File: config.mk
export PLATFORM = sky130hd
export DESIGN_NAME = regbank_top
export DESIGN_NICKNAME = d
export VERILOG_FILES = /design/src/rtl/regbank_pkg.sv /design/src/rtl/regbank_decode.sv /design/src/rtl/regbank_shadow.sv /design/src/rtl/regbank_strobe.sv /design/src/rtl/regbank_top.sv
export SDC_FILE = /design/constraint.sdc
export NUM_CORES = 1
export LEC_CHECK = 0
export BUFFER_PORTS_ARGS = -buffer_cell sky130_fd_sc_hd__buf_2
export CORE_UTILIZATION = 50
export CTS_BUF_LIST = sky130_fd_sc_hd__clkbuf_16
export DETAILED_ROUTE_END_ITERATION = 10
export PLACE_DENSITY_LB_ADDON = 0.25
export SLEW_MARGIN = 20
export SYNTH_ARGS = -nofsm -noshare
export SYNTH_HDL_FRONTEND = slang
export SYNTH_SLANG_ARGS = --single-unit
File: constraint.sdc
create_clock -name clk -period 1.6 [get_ports clk]
set_input_delay 0.24 -clock clk [delete_from_list [all_inputs] [get_ports clk]]
set_output_delay 0.24 -clock clk [all_outputs]
set_load 0.005 [all_outputs]
File: src/rtl/regbank_pkg.sv
package regbank_pkg;

    localparam int unsigned WIDX_CMD  = 0;
    localparam int unsigned WIDX_MODE = 1;
    localparam int unsigned WIDX_SET  = 4;
    localparam int unsigned WIDX_CLR  = 5;
    localparam int unsigned WIDX_ENRD = 6;
    localparam int unsigned WIDX_STAT = 8;
    localparam int unsigned WIDX_RX   = 12;
    localparam int unsigned WIDX_TX   = 13;

    typedef enum logic [3:0] {
        SEL_NONE,
        SEL_CMD,
        SEL_MODE,
        SEL_SET,
        SEL_CLR,
        SEL_ENRD,
        SEL_STAT,
        SEL_RX,
        SEL_TX
    } sel_e;

endpackage

File: src/rtl/regbank_decode.sv
module regbank_decode
    import regbank_pkg::*;
#(
    parameter int AW = 14,
    localparam int WW = AW - 2
) (
    input  logic [WW-1:0] widx,
    output sel_e          sel
);

    always_comb begin
        if      (widx == WW'(WIDX_CMD))  sel = SEL_CMD;
        else if (widx == WW'(WIDX_MODE)) sel = SEL_MODE;
        else if (widx == WW'(WIDX_SET))  sel = SEL_SET;
        else if (widx == WW'(WIDX_CLR))  sel = SEL_CLR;
        else if (widx == WW'(WIDX_ENRD)) sel = SEL_ENRD;
        else if (widx == WW'(WIDX_STAT)) sel = SEL_STAT;
        else if (widx == WW'(WIDX_RX))   sel = SEL_RX;
        else if (widx == WW'(WIDX_TX))   sel = SEL_TX;
        else                             sel = SEL_NONE;
    end

endmodule

File: src/rtl/regbank_shadow.sv
module regbank_shadow #(
    parameter int          DW   = 32,
    parameter logic [DW-1:0] MASK = '1
) (
    input  logic          clk,
    input  logic          rst_n,
    input  logic          set_we,
    input  logic          clr_we,
    input  logic [DW-1:0] wdata,
    output logic [DW-1:0] en
);

    typedef struct packed {
        logic [DW-1:0] en;
    } shadow_t;

    shadow_t st_d, st_q;

    always_comb begin
        logic [DW-1:0] set_bits;
        logic [DW-1:0] clr_bits;
        set_bits = set_we ? wdata : '0;
        clr_bits = clr_we ? wdata : '0;
        st_d     = st_q;
        // clearing wins over setting for the same bit
        st_d.en  = ((st_q.en | set_bits) & ~clr_bits) & MASK;
    end

    always_ff @(posedge clk or negedge rst_n) begin
        if (!rst_n) st_q <= '0;
        else        st_q <= st_d;
    end

    assign en = st_q.en;

endmodule

File: src/rtl/regbank_strobe.sv
module regbank_strobe #(
    parameter int DW = 32
) (
    input  logic          clk,
    input  logic          rst_n,
    input  logic          cmd_we,
    input  logic          tx_we,
    input  logic          rx_re,
    input  logic [DW-1:0] wdata,
    output logic [DW-1:0] cmd_pulse,
    output logic          tx_strobe,
    output logic [DW-1:0] tx_data,
    output logic          rx_strobe
);

    typedef struct packed {
        logic [DW-1:0] pulse;
        logic          txs;
        logic [DW-1:0] txd;
        logic          rxs;
    } strobe_t;

    strobe_t st_d, st_q;

    always_comb begin
        st_d       = st_q;
        st_d.pulse = cmd_we ? wdata : '0;
        st_d.txs   = tx_we;
        st_d.rxs   = rx_re;
        if (tx_we) st_d.txd = wdata;
    end

    always_ff @(posedge clk or negedge rst_n) begin
        if (!rst_n) st_q <= '0;
        else        st_q <= st_d;
    end

    assign cmd_pulse = st_q.pulse;
    assign tx_strobe = st_q.txs;
    assign tx_data   = st_q.txd;
    assign rx_strobe = st_q.rxs;

endmodule

File: src/rtl/regbank_top.sv
module regbank_top
    import regbank_pkg::*;
#(
    parameter int          AW   = 14,
    parameter int          DW   = 32,
    parameter logic [DW-1:0] MASK = 32'h00FF_0FFF
) (
    input  logic          clk,
    input  logic          rst_n,
    input  logic          req_valid,
    input  logic          req_write,
    input  logic [AW-1:0] req_addr,
    input  logic [1:0]    req_size,
    input  logic [DW-1:0] req_wdata,
    output logic [DW-1:0] rsp_rdata,
    output logic [DW-1:0] mode_o,
    output logic [DW-1:0] enable_o,
    output logic [DW-1:0] cmd_pulse_o,
    input  logic [DW-1:0] status_i,
    input  logic [DW-1:0] rx_data_i,
    output logic          rx_strobe_o,
    output logic [DW-1:0] tx_data_o,
    output logic          tx_strobe_o
);

    typedef struct packed {
        logic [DW-1:0] mode;
        logic [DW-1:0] rdata;
    } top_t;

    top_t st_d, st_q;
    sel_e sel;
    logic wr, rd;
    logic [DW-1:0] rd_mux;
    logic unused_bits;

    // size and byte lanes play no part: every access is a word
    assign unused_bits = ^{req_size, req_addr[1:0]};

    assign wr = req_valid &&  req_write;
    assign rd = req_valid && !req_write;

    regbank_decode #(.AW(AW)) u_dec (
        .widx (req_addr[AW-1:2]),
        .sel  (sel)
    );

    regbank_shadow #(.DW(DW), .MASK(MASK)) u_shadow (
        .clk    (clk),
        .rst_n  (rst_n),
        .set_we (wr && sel == SEL_SET),
        .clr_we (wr && sel == SEL_CLR),
        .wdata  (req_wdata),
        .en     (enable_o)
    );

    regbank_strobe #(.DW(DW)) u_strobe (
        .clk       (clk),
        .rst_n     (rst_n),
        .cmd_we    (wr && sel == SEL_CMD),
        .tx_we     (wr && sel == SEL_TX),
        .rx_re     (rd && sel == SEL_RX),
        .wdata     (req_wdata),
        .cmd_pulse (cmd_pulse_o),
        .tx_strobe (tx_strobe_o),
        .tx_data   (tx_data_o),
        .rx_strobe (rx_strobe_o)
    );

    always_comb begin
        case (sel)
            SEL_MODE: rd_mux = st_q.mode;
            SEL_ENRD: rd_mux = enable_o;
            SEL_STAT: rd_mux = status_i;
            SEL_RX:   rd_mux = rx_data_i;
            default:  rd_mux = '0;
        endcase
    end

    always_comb begin
        st_d = st_q;
        if (wr && sel == SEL_MODE) st_d.mode  = req_wdata & MASK;
        if (rd)                    st_d.rdata = rd_mux;
    end

    always_ff @(posedge clk or negedge rst_n) begin
        if (!rst_n) st_q <= '0;
        else        st_q <= st_d;
    end

    assign mode_o    = st_q.mode;
    assign rsp_rdata = st_q.rdata;

endmodule

==> impl_metrics.toml <==
[logic_synthesis]
yosysSeqAreaShare = 0.560
ys_top_cells_by_count = "138 x dfrtp_1, 71 x mux2_2, 36 x nand2_1"
synth_area_um2 = 6170
synth.distinct_cells = 36
syn_area_per_cell_um2 = 12.1
synth_area_leader_cell = "dfrtp_1"
async_flop_share = 1.00
ys.flop_type = "dfrtp_1"
synth_top_area_share = 0.560
synth_edf_count = 0
postSynthCellCount = 511
synth_area_leaders = "dfrtp_1 56%, mux2_2 13%, mux2i_1 5.2%"
synth_warnings = 0
yosys_register_bits = 138
synth_most_common_cell = "dfrtp_1"

[die]
rows = 40
die_y_um = 113
core_um2 = 12000
dieWidth_um = 113
dieArea_um2 = 12800
io_pins = 278
start_util = 0.513

[place]
hpwlAfterDp_um = 12400
routabilityCongestion = 0.896
portBuffers = 249
postPlaceCellArea_um2 = 7750

[worst_setup_path]
endpoint_kind = "flip-flop"
cp_num_buf_inv = 4
r2r_slack_ns = 0.44
worstPathRequired_ns = 1.92
worstPathArrival_ns = 1.92
reg2regPathDepth = 3
crit_top_cell = "buf_6"
critPathTopFamily = "simple AND/OR/NAND/NOR gates"
rr_startpoint = "mode_o[22]$_DFFE_PN0P_"
r2r-end = "rsp_rdata[22]$_DFFE_PN0P_"
worstPathMaxFanout = 5
path_class = "in -> reg"
slowest_delay_ns = 0.56
start_kind = "input port"
path_cells = "buf_2, or4_4, buf_6, nor4_4, buf_4, buf_6, a32oi_2, a22oi_2"
slowest_stage = "or4_4"

[status]
status = "finished clean"

[final_layout]
n_antenna_cell = 0
areaGrowthSynthToFinish_pct = 36.8
layout-drive-gt1-share = 0.535
fin_area_um2 = 8440
seq_area_um2 = 3450
nets = 895
num-fill-cells = 925
multi_input_area_um2 = 2520

[clock_network]
cts.sinks = 138
numCtsBuffers = 17
cts.clk_slew.worst_paths_ns = 0.06
root_buffer = "clkbuf_16"
clock_latency_ns = 0.42
htree_levels = 4
tritoncts = "done"
clk_path_buf_depth = 2

[route]
ant_nets = 0
vias = 5027
wl_per_cell_um = 18.2
drtIter0Drc = 279
drc = 0
drtPass1Iterations = 4
drt-total-wl_um = 17100
vias_per_cell = 5.35

[sta]
holdWs_ns = 0.0433
drv_slew = 0
setup_viol = 0
fin_crit_sh = 0.996
fmax_mhz = 628
final-hold-violation-count = 0
period_minus_slack_ns = 1.59
fin_worst_skew_ns = 0.00625

[grt]
grt-ovfl-total = 0
antenna_found_initial = 0
grt_usage = 0.271
grt_pass1_wl_um = 26300
grt_pass1_vias = 5011
grt_max_degree = 49

[power_and_ir_drop]
power_switching_uw = 1740
power_density_nw_per_um2 = 913
clock_power_share = 0.482
p_int_uw = 5970
p_leak_uw = 0.00484
irDropWorstVdd_mv = 0.560
combPwrFrac = 0.064
p_seq_frac = 0.454
swShare = 0.226

[job]
maxCapViolCount = 0

[min_path]
hold_depth = 2
hp-class = "in -> reg"
min_to = "u_strobe.cmd_pulse[28]$_DFF_PN0_"
hp-start = "req_wdata[28]"
[stage by stage]
stage	cells	utilization	setup slack (ns)	total power, µW	TNS, ns
finish	939	0.702	0.00718	7700	0
global route	939	0.702	-0.0334	7970	-0.342
CTS	935	0.693	0.00543	7750	0
detailed placement	902	0.645	-0.409	4040	-48.42
global placement	902	0.645	-0.376	4030	-46.14
floorplan	534	-	-0.247	3770	-18.47
[cells in the final DEF, fill, tap and decap left out, types with 2 or more instances in the layout]
| cell | count |
|---|---|
| nand2_2 | 2 |
| a22oi_2 | 3 |
| nand3_2 | 18 |
| o21ai_0 | 12 |
| bufinv_16 | 2 |
| clkinvlp_4 | 3 |
| a32oi_1 | 15 |
| buf_4 | 25 |
| nand3_1 | 4 |
| buf_2 | 248 |
| buf_6 | 7 |
| dfrtp_1 | 138 |
| nand2_1 | 34 |
| a21oi_1 | 19 |
| a32oi_2 | 4 |
| a22oi_1 | 17 |
| clkbuf_16 | 17 |
| and2_1 | 33 |
| nor2_2 | 2 |
| clkinv_1 | 2 |
| clkinv_2 | 4 |
| inv_1 | 23 |
| conb_1 | 24 |
| nor3_1 | 2 |
| nor4_4 | 2 |
| or4_4 | 2 |
| mux2_2 | 71 |
| buf_12 | 6 |
| mux2i_1 | 32 |
| nor2b_1 | 2 |
[cell type report]
cell class	instances	area share
inverters	21	0.00934
repair buffers	287	0.194
multi-input cells	314	0.299
clock inverters	15	0.0160
clock buffers	17	0.0504
well taps	147	0.0218
flip-flops and latches	138	0.409
[worst register-to-register path: stages, from the launching register on]
cell      delay [ns]
dfrtp_1         0.40
a22o_1          0.20
a221oi_1        0.29
a22oi_1         0.14
[sequential cells by signal, indices dropped and copies added (netlist names)]
signal,cells
rsp_rdata,32
u_strobe.cmd_pulse,32
u_strobe.tx_data,32
mode_o,20
u_shadow.en,20
u_strobe.rx_strobe,1
u_strobe.tx_strobe,1
[worst max-delay path by stage]
stage / startpoint / end / slack (ns) / depth (start not counted)
global route: req_addr[10] / rsp_rdata[2]$_DFFE_PN0P_ / -0.03 / 8
CTS: req_addr[11] / rsp_rdata[11]$_DFFE_PN0P_ / 0.005 / 7
detailed placement: req_addr[11] / mode_o[2]$_DFFE_PN0P_ / -0.41 / 6
floorplan: req_addr[7] / rsp_rdata[10]$_DFFE_PN0P_ / -0.25 / 6
finish: req_addr[10] / rsp_rdata[11]$_DFFE_PN0P_ / 0.007 / 8
global placement: req_addr[7] / u_strobe.cmd_pulse[15]$_DFF_PN0_ / -0.38 / 6
[kinds of logic after synthesis]
kind of cell | count (synthesis) | synth area share
multiplexers | 103 | 0.182
AO/OA/AOI/OAI | 74 | 0.0824
other | 1 | 0.000608
AND/OR/NAND/NOR | 113 | 0.102
flip-flops | 138 | 0.560
buffers and inverters | 82 | 0.0731
[power by group through the flow]
stage,clock network [µW],registers (µW),logic [µW]
after global routing,3930,3500,542
after floorplan,0,3560,212
after global placement,0,3560,465
after detailed placement,0,3560,482
final,3710,3500,492
after CTS,3760,3500,487
[per-layer routing]
layer	up-vias	wire length, µm	GRT usage	part of all wire
met5	-	0	0	0
met4	0	421	0.122	0.025
met3	39	1150	0.0728	0.067
met2	224	8810	0.458	0.52
met1	2483	6690	0.326	0.39
li1	2281	-	-	-
[what timing repair did]
item                                    4_1_cts  5_1_grt
gates resized for setup                       0       18
endpoints found under the hold margin        35        0
setup buffers                                 0        2
endpoints found under the setup margin        0      110
hold buffers                                  1        0
No activity file was read; power rests on OpenSTA's default activity.
